===== config.mk =====
export PLATFORM = sky130hd
export DESIGN_NAME = i2c_addr_scanner
export DESIGN_NICKNAME = d
export VERILOG_FILES = /design/src/rtl/scan_pkg.sv /design/src/rtl/scan_addr_gen.sv /design/src/rtl/scan_probe_fsm.sv /design/src/rtl/i2c_addr_scanner.sv
export SDC_FILE = /design/constraint.sdc
export NUM_CORES = 1
export LEC_CHECK = 0
export ABC_AREA = 1
export ABC_CLOCK_PERIOD_IN_PS = 3300
export CAP_MARGIN = 20
export CORE_AREA = 2 2 52 54
export CTS_BUF_LIST = sky130_fd_sc_hd__clkbuf_2 sky130_fd_sc_hd__clkbuf_4 sky130_fd_sc_hd__clkbuf_8
export DETAILED_ROUTE_END_ITERATION = 12
export DIE_AREA = 0 0 54 56
export DONT_BUFFER_PORTS = 1
export PLACE_DENSITY_LB_ADDON = 0.15
export SYNTH_ARGS = -nofsm -noshare
export SYNTH_HDL_FRONTEND = slang
export SYNTH_SLANG_ARGS = --single-unit

===== constraint.sdc =====
create_clock -name clk -period 3.3 [get_ports clk]
set_clock_uncertainty 0.05 [all_clocks]
set_input_delay 0.165 -clock clk [delete_from_list [all_inputs] [get_ports clk]]
set_output_delay 0.165 -clock clk [all_outputs]
set_load 0.05 [all_outputs]

===== src/rtl/scan_pkg.sv =====
package scan_pkg;
   localparam int BYTE_W = 8;

   typedef enum logic [1:0] {
      OP_START     = 2'b00,
      OP_WRITE     = 2'b01,
      OP_READ_NACK = 2'b10,
      OP_STOP      = 2'b11
   } bus_op_e;

   typedef enum logic [3:0] {
      ST_IDLE,
      ST_ISS_START,
      ST_WT_START,
      ST_ISS_ADDR,
      ST_WT_ADDR,
      ST_ISS_READ,
      ST_WT_READ,
      ST_ISS_STOP,
      ST_WT_STOP
   } probe_st_e;
endpackage


===== src/rtl/scan_addr_gen.sv =====
module scan_addr_gen
   import scan_pkg::*;
#(
   parameter int FIRST_ADDR = 0,
   parameter int LAST_ADDR  = 255
) (
   input  logic              clk,
   input  logic              rst_n,
   input  logic              load_i,
   input  logic              step_i,
   output logic [BYTE_W-1:0] addr_o,
   output logic              last_o
);
   localparam logic [BYTE_W-1:0] FIRST_B = BYTE_W'(FIRST_ADDR);
   localparam logic [BYTE_W-1:0] LAST_B  = BYTE_W'(LAST_ADDR);

   always_ff @(posedge clk or negedge rst_n) begin
      if (!rst_n)
         addr_o <= FIRST_B;
      else if (load_i)
         addr_o <= FIRST_B;
      else if (step_i)
         addr_o <= addr_o + 1'b1;
   end

   assign last_o = (addr_o == LAST_B);
endmodule


===== src/rtl/scan_probe_fsm.sv =====
module scan_probe_fsm
   import scan_pkg::*;
#(
   parameter bit READ_FLUSH = 1'b1
) (
   input  logic              clk,
   input  logic              rst_n,
   input  logic              go_i,
   input  logic [BYTE_W-1:0] addr_i,
   input  logic              last_i,
   input  logic              rsp_valid_i,
   input  logic              rsp_ack_i,
   output logic              cmd_valid_o,
   output logic [1:0]        cmd_op_o,
   output logic              busy_o,
   output logic              hit_o,
   output logic              step_o,
   output logic              fin_o
);
   probe_st_e state_q, state_d;
   logic      flush_req;

   generate
      if (READ_FLUSH) begin : g_flush
         assign flush_req = rsp_ack_i & addr_i[0];
      end else begin : g_no_flush
         assign flush_req = 1'b0;
      end
   endgenerate

   always_comb begin
      state_d = state_q;
      unique case (state_q)
         ST_IDLE:      if (go_i) state_d = ST_ISS_START;
         ST_ISS_START: state_d = ST_WT_START;
         ST_WT_START:  if (rsp_valid_i) state_d = ST_ISS_ADDR;
         ST_ISS_ADDR:  state_d = ST_WT_ADDR;
         ST_WT_ADDR:   if (rsp_valid_i) state_d = flush_req ? ST_ISS_READ : ST_ISS_STOP;
         ST_ISS_READ:  state_d = ST_WT_READ;
         ST_WT_READ:   if (rsp_valid_i) state_d = ST_ISS_STOP;
         ST_ISS_STOP:  state_d = ST_WT_STOP;
         ST_WT_STOP:   if (rsp_valid_i) state_d = last_i ? ST_IDLE : ST_ISS_START;
         default:      state_d = ST_IDLE;
      endcase
   end

   always_ff @(posedge clk or negedge rst_n) begin
      if (!rst_n) state_q <= ST_IDLE;
      else        state_q <= state_d;
   end

   always_comb begin
      cmd_valid_o = 1'b1;
      cmd_op_o    = OP_START;
      unique case (state_q)
         ST_ISS_START: cmd_op_o = OP_START;
         ST_ISS_ADDR:  cmd_op_o = OP_WRITE;
         ST_ISS_READ:  cmd_op_o = OP_READ_NACK;
         ST_ISS_STOP:  cmd_op_o = OP_STOP;
         default:      cmd_valid_o = 1'b0;
      endcase
   end

   assign busy_o = (state_q != ST_IDLE);
   assign hit_o  = (state_q == ST_WT_ADDR) && rsp_valid_i && rsp_ack_i;
   assign step_o = (state_q == ST_WT_STOP) && rsp_valid_i && !last_i;
   assign fin_o  = (state_q == ST_WT_STOP) && rsp_valid_i && last_i;
endmodule


===== src/rtl/i2c_addr_scanner.sv =====
module i2c_addr_scanner
   import scan_pkg::*;
#(
   parameter int FIRST_ADDR = 0,
   parameter int LAST_ADDR  = 255,
   parameter bit READ_FLUSH = 1'b1
) (
   input  logic       clk,
   input  logic       rst_n,
   input  logic       start_i,
   output logic       busy_o,
   output logic       cmd_valid_o,
   output logic [1:0] cmd_op_o,
   output logic [7:0] cmd_byte_o,
   input  logic       rsp_valid_i,
   input  logic       rsp_ack_i,
   output logic       found_valid_o,
   output logic [7:0] found_addr_o,
   output logic       done_o
);
   localparam int ADDR_MAX = (1 << BYTE_W) - 1;

   initial begin
      assert (FIRST_ADDR >= 0 && FIRST_ADDR <= ADDR_MAX)
         else $error("FIRST_ADDR outside raw byte range");
      assert (LAST_ADDR >= FIRST_ADDR && LAST_ADDR <= ADDR_MAX)
         else $error("LAST_ADDR must lie between FIRST_ADDR and the top byte value");
   end

   logic              go, busy, hit, step, fin, last;
   logic [BYTE_W-1:0] addr;

   assign go = start_i & ~busy;

   scan_addr_gen #(
      .FIRST_ADDR(FIRST_ADDR),
      .LAST_ADDR (LAST_ADDR)
   ) u_addr (
      .clk   (clk),
      .rst_n (rst_n),
      .load_i(go),
      .step_i(step),
      .addr_o(addr),
      .last_o(last)
   );

   scan_probe_fsm #(
      .READ_FLUSH(READ_FLUSH)
   ) u_fsm (
      .clk        (clk),
      .rst_n      (rst_n),
      .go_i       (go),
      .addr_i     (addr),
      .last_i     (last),
      .rsp_valid_i(rsp_valid_i),
      .rsp_ack_i  (rsp_ack_i),
      .cmd_valid_o(cmd_valid_o),
      .cmd_op_o   (cmd_op_o),
      .busy_o     (busy),
      .hit_o      (hit),
      .step_o     (step),
      .fin_o      (fin)
   );

   always_ff @(posedge clk or negedge rst_n) begin
      if (!rst_n) begin
         found_valid_o <= 1'b0;
         found_addr_o  <= '0;
         done_o        <= 1'b0;
      end else begin
         found_valid_o <= hit;
         done_o        <= fin;
         if (hit) found_addr_o <= addr;
      end
   end

   assign busy_o     = busy;
   assign cmd_byte_o = addr;
endmodule


# After elaboration in Yosys (flattened, before gate mapping)
# Cells that the tools add are included.
totals:
  reg_bits: 22
  latchBits: 0
  output_inout_bits: 22
  memories: 0
  mem_bits_ro: 0
  ram_bits: 0
classes:
  shifts: 0
  n_bitwise: 3
  n_eq_ne: 14
  n_lt_le_gt_ge: 0
  n_div: 0
  multipliers: 0
  n_mux: 12
  addsub: 1
  n_reduce_logical: 11
ops:
  columns: ["cell", "n"]
  rows:
  - ["$pmux W4 S9", 1]
  - ["$mux W4", 5]
  - ["$eq A4 B3 Y1 const B", 4]
  - ["$mux W8", 2]
  - ["$ne A2 B2 Y1 const B", 5]
  - ["$add A8 B1 Y8 const B", 1]
  - ["$eq A4 B2 Y1 const B", 2]
  - ["$eq A8 B8 Y1 const B", 1]
  - ["$pmux W2 S3", 1]
  - ["$logic_and A1 B1 Y1", 5]
  - ["$reduce_and A5 Y1", 1]
  - ["$eq A4 B1 Y1 const B", 1]
  - ["$eq A4 B4 Y1 const B", 1]
  - ["$logic_not A4 Y1", 1]
  - ["$reduce_bool A4 Y1", 1]
  - ["$reduce_or A4 Y1", 1]
  - ["$and A1 B1 Y1", 2]
  - ["$mux W1", 2]
  - ["$mux W2", 1]
  - ["$reduce_bool A2 Y1", 1]
  - ["$logic_not A1 Y1", 1]
  - ["$not A1 Y1", 1]

# Longest topological paths before layout
# Gate-level depths: netlist (run 1).
depth:
  word_depth: 5
  depth_mapped: 8
  mapped_depth_nobuf: 8

# Cells and area by module
# A second synthesis (run 1) with hierarchy kept.
hier_totals:
  cells_unflattened: 148
  hier_area_um2: 1101.1
modules_own_cells:
  columns: ["mod", "seq_area_each_um2", "area_each_um2", "cells_each", "instances"]
  rows:
  - ["scan_addr_gen", 200.2, 442.9, 61, 1]
  - ["i2c_addr_scanner", 250.2, 362.8, 38, 1]
  - ["scan_probe_fsm", 100.1, 295.3, 49, 1]

# Worst setup path before layout (run 1)
# Ideal clock, no wire load.
synth_path:
  path_type: "reg2reg"
  startpoint: "register u_addr.addr_o[0]"
  endpoint: "register u_addr.addr_o[7]"
  setup_time_ns: 0.066
  path_stages_with_launch: 8
  synth_period_minus_slack_ns: 1.715
  n_path_buf: 0
  slack_ns: 1.585
  arrival_ns: 1.599
  cell_sequence: "dfrtp_1 ha_1 nand3_1 nor2_2 nor2_4 nor2_2 nand2_1 nand2_1"
synth_via:
  elab_chain_len: 4
  elab_cells_between_ends: 7
synth_lines:
  columns: ["element", "line", "source"]
  rows:
  - ["from (decl)", "scan_addr_gen.sv:11", "output logic [BYTE_W-1:0] addr_o,"]
  - ["from (signal assigned)", "scan_addr_gen.sv:23", "addr_o <= addr_o + 1'b1;"]
  - ["branches (longest 4 deep; another with $add A8 B1 Y8)", null, null]
# Parallel ways; which one is timed is not known. The select of a mux whose other input is x is not followed.
# A chain may end at the register's enable or synchronous reset.

# Worst setup path in the final report (run 1)
# Ends and elaborated chain as after synthesis.

==> flow_metrics.py, run 1 <==
metrics = {
    "power": {
        "netSwitchingPower_uw": 553.0,
        "p_sw_share_pct": 52.97,
        "power_frac_comb_pct": 35.0,
        "power.share.sequential_pct": 50.3,
        "p_per_area_nw_per_um2": 808.5,
        "clockPowerShare_pct": 14.7,
        "p_int_uw": 491.0,
        "max-vdd-ir-drop_v": 0.0004281,
        "p_leak_uw": 0.0006447,
    },
    "grt": {
        "grt_max_degree": 23,
        "grt_pass1_wl_mm": 3.795,
        "antenna_found_initial": 0,
        "grt_use_total_pct": 16.73,
        "overflow": 0,
        "grt_pass1_vias": 910,
    },
    "clock_tree": {
        "max-clock-path-buffers": 2,
        "cts_resized": 0,
        "cts_tree": "done",
        "clock-sinks": 22,
        "cts_max_level": 1,
        "postCtsSetupRepairBufs": 0,
        "hold_buffers": 2,
        "root_buffer": "clkbuf_4",
        "insertion_delay_ns": 0.31,
        "tritoncts.num_buffers": 3,
        "clk_pin_slew_ns": 0.13,
    },
    "final_layout": {
        "final_area_um2": 1291,
        "antenna_cells": 0,
        "fill_cells": 243,
        "final_nets": 161,
        "register_area_um2": 550.5,
        "multi_input_area_um2": 540.5,
        "area_growth_pct": 9.322,
        "final_layout_size_suffix_gt1_share_pct": 17.53,
    },
    "floorplanning": {
        "ios": 27,
        "dieWidth_um": 54,
        "dieArea_um2": 3024,
        "core_area_um2": 2432,
        "start_util_pct": 48.56,
        "die_h_um": 56,
        "std_cell_rows": 18,
    },
    "timing": {
        "finalSetupTns_ns": 0,
        "hold_viol": 0,
        "fin_crit_sh_pct": 57.32,
        "layout_min_cycle_time_ns": 1.892,
        "tightest_slew_ns": 0.8840,
        "slew_viol_final": 0,
        "timing.slew.headroom_pct": 40.85,
        "grt_setup_unrepaired": "false",
        "setup_viol": 0,
        "fmax_mhz": 528.7,
    },
    "synth": {
        "yosysWarnings": 0,
        "ys_ff_latch": 22,
        "syn-num-nets": 154,
        "yosysSeqAreaShare_pct": 46.61,
        "synthCells": 148,
        "synth_top_cell_by_area": "dfrtp_1",
        "synth_area_per_cell_um2": 7.981,
        "synthDistinctLibCells": 19,
        "syn-cell-area_um2": 1181,
        "synth.area.top_cells": "dfrtp_1 47%, nand2_1 13%, nand3_1 6.4%",
        "netlist.area_leader.share_pct": 46.61,
    },
    "placement": {
        "io_buffers": 0,
        "gp_congestion": 0.8489,
        "dp_hpwl_mm": 1.663,
        "dpl_cell_area_um2": 1207,
    },
    "critical_path": {
        "startpoint": "u_addr.addr_o[0]",
        "crit_type": "reg -> reg",
        "critPathLaunchType": "flip-flop",
        "crit_end": "u_addr.addr_o[7]",
        "r2r_cells": 7,
        "r2r_end": "u_addr.addr_o[7]",
        "r2r_setup_slack_ns": 1.41,
        "crit_fanout": 9,
        "cp.arrival_ns": 2.10,
        "r2r-start": "u_addr.addr_o[0]",
        "end_kind": "flip-flop",
        "cp.required_ns": 3.51,
    },
    "route": {
        "postRouteAntennaNets": 0,
        "num_vias": 935,
        "vias_per_cell": 5.082,
        "drtIter0Drc": 34,
        "drtPass1Iterations": 4,
        "routed_wirelength_mm": 2.281,
        "remaining_drc_errors": 0,
        "wl_per_cell_um": 12.40,
    },
    "min_path": {
        "hold_class": "in -> reg",
    },
    "run": {
        "drv_cap": 0,
    },
    "status": {
        "status": "finished, final reports clean",
    },
}
worst max-delay path, stage by stage (launching register included):
cell and delay [ns]:
dfrtp_1 0.73, ha_1 0.31, nand3_1 0.16, nor2_2 0.23, nor2_4 0.08, nor2_2 0.13
nand2_1 0.06, nand2_1 0.08
routing by layer:
metal  share of wire [%]  global-route usage (%)  vias up  routed length [um]
met3                 6.6                   5.376        6                 151
met2                  45                   24.22       28                1027
li1                    -                       -      478                   -
met1                  46                   21.27      423                1040
met4                 2.7                   9.643        0                  61
met5                   0                       0        -                   0
cell usage in the layout, fill, tap and decap left out:
master / n
clkbuf_4: 3
nand2_2: 2
o21ai_1: 5
dlygate4sd3_1: 2
xor2_1: 3
inv_1: 18
nor2_1: 16
inv_2: 3
nand3_1: 15
clkbuf_8: 1
nor3_1: 1
nor2_4: 2
o22ai_1: 1
nor2_2: 5
o21ai_2: 8
nand2_1: 41
dfrtp_1: 22
nand3_2: 1
nand3_4: 1
nand4_1: 2
buf_16: 1
ha_1: 1
final cells by class:
| cell class | instances | share of cell area [%] |
|---|---|---|
| flip-flops and latches | 22 | 42.64 |
| well taps | 30 | 2.907 |
| inverters | 21 | 6.105 |
| multi-input cells | 104 | 41.86 |
| repair buffers | 3 | 3.682 |
| clock buffers | 4 | 2.810 |
through the flow:
| stage | power [uW] | setup WS (ns) | utilization (%) | hold slack, ns | std cells |
|---|---|---|---|---|---|
| after floorplan | 827.9 | 1.585 | - | -0.1806 | 148 |
| after global placement | 878.3 | 1.494 | 49.64 | -0.1802 | 177 |
| after detailed placement | 887.5 | 1.455 | 49.64 | -0.1802 | 177 |
| after CTS | 1044 | 1.420 | 51.95 | 0.02430 | 183 |
| after global routing | 1118 | 1.212 | 53.09 | 0.03668 | 184 |
| final | 1044 | 1.408 | 53.09 | 0.02626 | 184 |
worst min-delay path by stage:
stage	from	end	slack, ns	depth (start not counted)
after floorplan	rst_n	done_o	-0.18	0
final	rsp_valid_i	u_fsm.state_q[1]	0.03	4
after global placement	rst_n	found_valid_o	-0.18	0
after CTS	rsp_valid_i	u_fsm.state_q[1]	0.02	4
after detailed placement	rst_n	found_valid_o	-0.18	0
after global routing	rst_n	u_addr.addr_o[1]	0.04	1
Yosys cell counts:
| cell type | number |
|---|---|
| nand2_1 | 41 |
| dfrtp_1 | 22 |
| inv_1 | 18 |
| nor2_1 | 16 |
| nand3_1 | 15 |
| o21ai_2 | 8 |
| nor2_2 | 5 |
| o21ai_1 | 5 |
| inv_2 | 3 |
| xor2_1 | 3 |
| nand2_2 | 2 |
| nand4_1 | 2 |
| nor2_4 | 2 |
| buf_6 | 1 |
| ha_1 | 1 |
| nand3_2 | 1 |
| nand3_4 | 1 |
| nor3_1 | 1 |
| o22ai_1 | 1 |
state kept, by name, summed over array words and instances (netlist names):
| signal | flops |
|---|---|
| u_fsm.state_q | 4 |
| found_addr_o | 8 |
| done_o | 1 |
| found_valid_o | 1 |
| u_addr.addr_o | 8 |
power groups by stage:
stage	clock network [uW]	registers [uW]	logic, uW
floorplan	0	513	315
global placement	0	529	349
detailed placement	0	530	357
CTS	155	524	365
global route	172	535	412
finish	154	525	365
logic make-up (layout without fill, tap and decap cells):
kind of cell,Yosys count,in the layout,share of synthesized area [%]
flops,22,22,46.61
fa+ha+maj,1,1,1.059
compound gates,14,14,8.581
simple gates,86,86,33.90
xor+xnor,3,3,2.225
buf+inv,22,28,7.627
(Power assumes the default switching activity.)
==> run 2: changes to the inputs <==
--- a/config.mk
+++ b/config.mk
@@ -6,7 +6,7 @@
 export NUM_CORES = 1
 export LEC_CHECK = 0
 export ABC_AREA = 1
-export ABC_CLOCK_PERIOD_IN_PS = 3300
+export ABC_CLOCK_PERIOD_IN_PS = 1650
 export CAP_MARGIN = 20
 export CORE_AREA = 2 2 52 54
 export CTS_BUF_LIST = sky130_fd_sc_hd__clkbuf_2 sky130_fd_sc_hd__clkbuf_4 sky130_fd_sc_hd__clkbuf_8
==> constraint.sdc (replaced) <==
create_clock -name clk -period 1.65 [get_ports clk]
set_clock_uncertainty 0.05 [all_clocks]
set_input_delay 0.0825 -clock clk [delete_from_list [all_inputs] [get_ports clk]]
set_output_delay 0.0825 -clock clk [all_outputs]
set_load 0.05 [all_outputs]
==> flow_metrics.py, run 2 (synthesized netlist as in run 1, its figures left out) <==
metrics = {
    "status": {
        "status": "finished, final reports clean",
    },
    "clock_tree": {
        "clk_pin_slew_ns": 0.13,
        "hold_buffers": 2,
        "insertion_delay_ns": 0.31,
        "cts_max_level": 1,
        "tritoncts.num_buffers": 3,
        "postCtsSetupRepairBufs": 0,
        "max-clock-path-buffers": 2,
        "cts_resized": 0,
        "root_buffer": "clkbuf_4",
        "clock-sinks": 22,
        "cts_tree": "done",
    },
    "power": {
        "netSwitchingPower_uw": 1128,
        "clockPowerShare_pct": 17.8,
        "p_leak_uw": 0.0007266,
        "p_per_area_nw_per_um2": 1647,
        "p_int_uw": 1219,
        "max-vdd-ir-drop_v": 0.001106,
        "power_frac_comb_pct": 45.2,
        "p_sw_share_pct": 48.07,
        "finalPower_uw": 2347,
        "power.share.sequential_pct": 37.0,
    },
    "floorplanning": {
        "ios": 27,
        "dieWidth_um": 54,
        "start_util_pct": 48.56,
        "dieArea_um2": 3024,
        "std_cell_rows": 18,
        "die_h_um": 56,
        "core_area_um2": 2432,
    },
    "timing": {
        "timing.slew.headroom_pct": 67.52,
        "slew_viol_final": 0,
        "tightest_slew_ns": 0.4872,
        "fmax_mhz": 666.6,
        "hold_viol": 0,
        "hold_slack_ns": 0.01089,
        "grt_setup_unrepaired": "false",
        "layout_min_cycle_time_ns": 1.500,
        "fin_crit_sh_pct": 90.92,
        "finalSetupTns_ns": 0,
        "setup_viol": 0,
    },
    "route": {
        "wl_met1_mm": 1.157,
        "wl_per_cell_um": 12.26,
        "route.met2.wl_mm": 1.123,
        "vias_per_cell": 5.035,
        "routed_wirelength_mm": 2.439,
        "remaining_drc_errors": 0,
        "drtIter0Drc": 20,
        "wl_met3_um": 140,
        "drtPass1Iterations": 4,
        "postRouteAntennaNets": 0,
        "num_vias": 1002,
        "top_layer_used": "met4",
    },
    "final_layout": {
        "reg.largest.list": "found_addr_o (8), u_addr.addr_o (8), u_fsm.state_q (4)",
        "antenna_cells": 0,
        "layout_commonest_cell": "nand2_1",
        "stdcell_count": 199,
        "final_layout_size_suffix_gt1_share_pct": 25.44,
        "layout_common_cells": "41 x nand2_1, 20 x dfrtp_1, 18 x inv_1, 16 x nor2_1, 15 x nand3_1",
        "final_area_um2": 1425,
        "area_growth_pct": 20.66,
        "final_nets": 176,
    },
    "min_path": {
        "hold_class": "in -> reg",
        "hold_depth": 2,
    },
    "critical_path": {
        "cp.arrival_ns": 1.37,
        "critPathBufInv": 1,
        "crit_path_top_delay_cell": "dfrtp_1",
        "crit_chain": "nor2_1 -> nand2_1 -> buf_4",
        "critPathTopFamily": "flip-flops",
        "crit_type": "reg -> out",
        "cp.required_ns": 1.52,
        "r2r_cells": 6,
        "slowest_delay_ns": 0.49,
        "end_kind": "primary output",
        "critPathLaunchType": "flip-flop",
        "cp.depth": 3,
        "crit_fanout": 7,
    },
    "placement": {
        "dpl.cell_count": 191,
        "dpl_cell_area_um2": 1315,
        "dp_hpwl_mm": 1.778,
        "io_buffers": 0,
        "gp_congestion": 0.7933,
    },
    "grt": {
        "grt_pass1_vias": 963,
        "antenna_found_initial": 0,
        "grt_pass1_wl_mm": 4.015,
        "overflow": 0,
        "grt_use_total_pct": 17.54,
        "grt_max_degree": 23,
    },
    "run": {
        "drv_cap": 0,
    },
}
[run 2: cell types whose count changed in the layout (fill, tap and decap cells not counted), sizes merged]
cell         delta
buf            +14
dlygate4sd3     +1
bufinv          +1
clkbuf          -1
[run 2: worst register-to-register path, stage by stage, from the launching register on]
cell and delay, ns:
dfrtp_1 0.49, nor2_1 0.25, nand2_1 0.12, nor2_2 0.15, inv_2 0.10, nand2_2 0.14, o21ai_1 0.09
[run 2: worst paths after layout]
kind | startpoint | slack (ns) | end
max | u_fsm.state_q[3] | 0.15 | busy_o
min | rsp_ack_i | 0.01 | found_addr_o[6]
max reg2reg | u_fsm.state_q[3] | 0.17 | u_addr.addr_o[0]
min reg2reg | found_addr_o[4] | 0.45 | found_addr_o[4]
max in group asynchronous | rst_n | 0.63 | u_addr.addr_o[0]
min in group asynchronous | rst_n | 0.54 | found_valid_o
[run 2: cell type report]
| cell class | instances | area (um^2) |
|---|---|---|
| fill | 224 | 1007 |
| sequential | 22 | 553.0 |
| multi-input combinational | 104 | 540.5 |
| timing repair buffer | 18 | 162.7 |
| inverter | 21 | 78.83 |
| tap | 30 | 37.54 |
| clock inverter | 1 | 30.03 |
| clock buffer | 3 | 22.52 |
[run 2: layer usage]
layer	vias to the layer above	global-route usage [%]
met5	-	0
met2	25	26.48
met1	465	24.07
li1	510	-
met4	0	7.857
met3	2	2.957
[run 2: metrics by stage]
stage	utilization, %	setup WS, ns
final	58.59	0.1499
after global routing	58.59	0.03375
after CTS	57.05	0.1624
after detailed placement	54.06	0.2079
after global placement	54.06	0.2145
after floorplan	-	0.03627
[run 2: power groups by stage]
stage	Combinational [uW]	Sequential, uW	Clock, uW
after global routing	1180	885	446
after floorplan	629	1030	0
after CTS	1050	868	421
final	1060	869	417
after detailed placement	1040	879	0
after global placement	1030	876	0
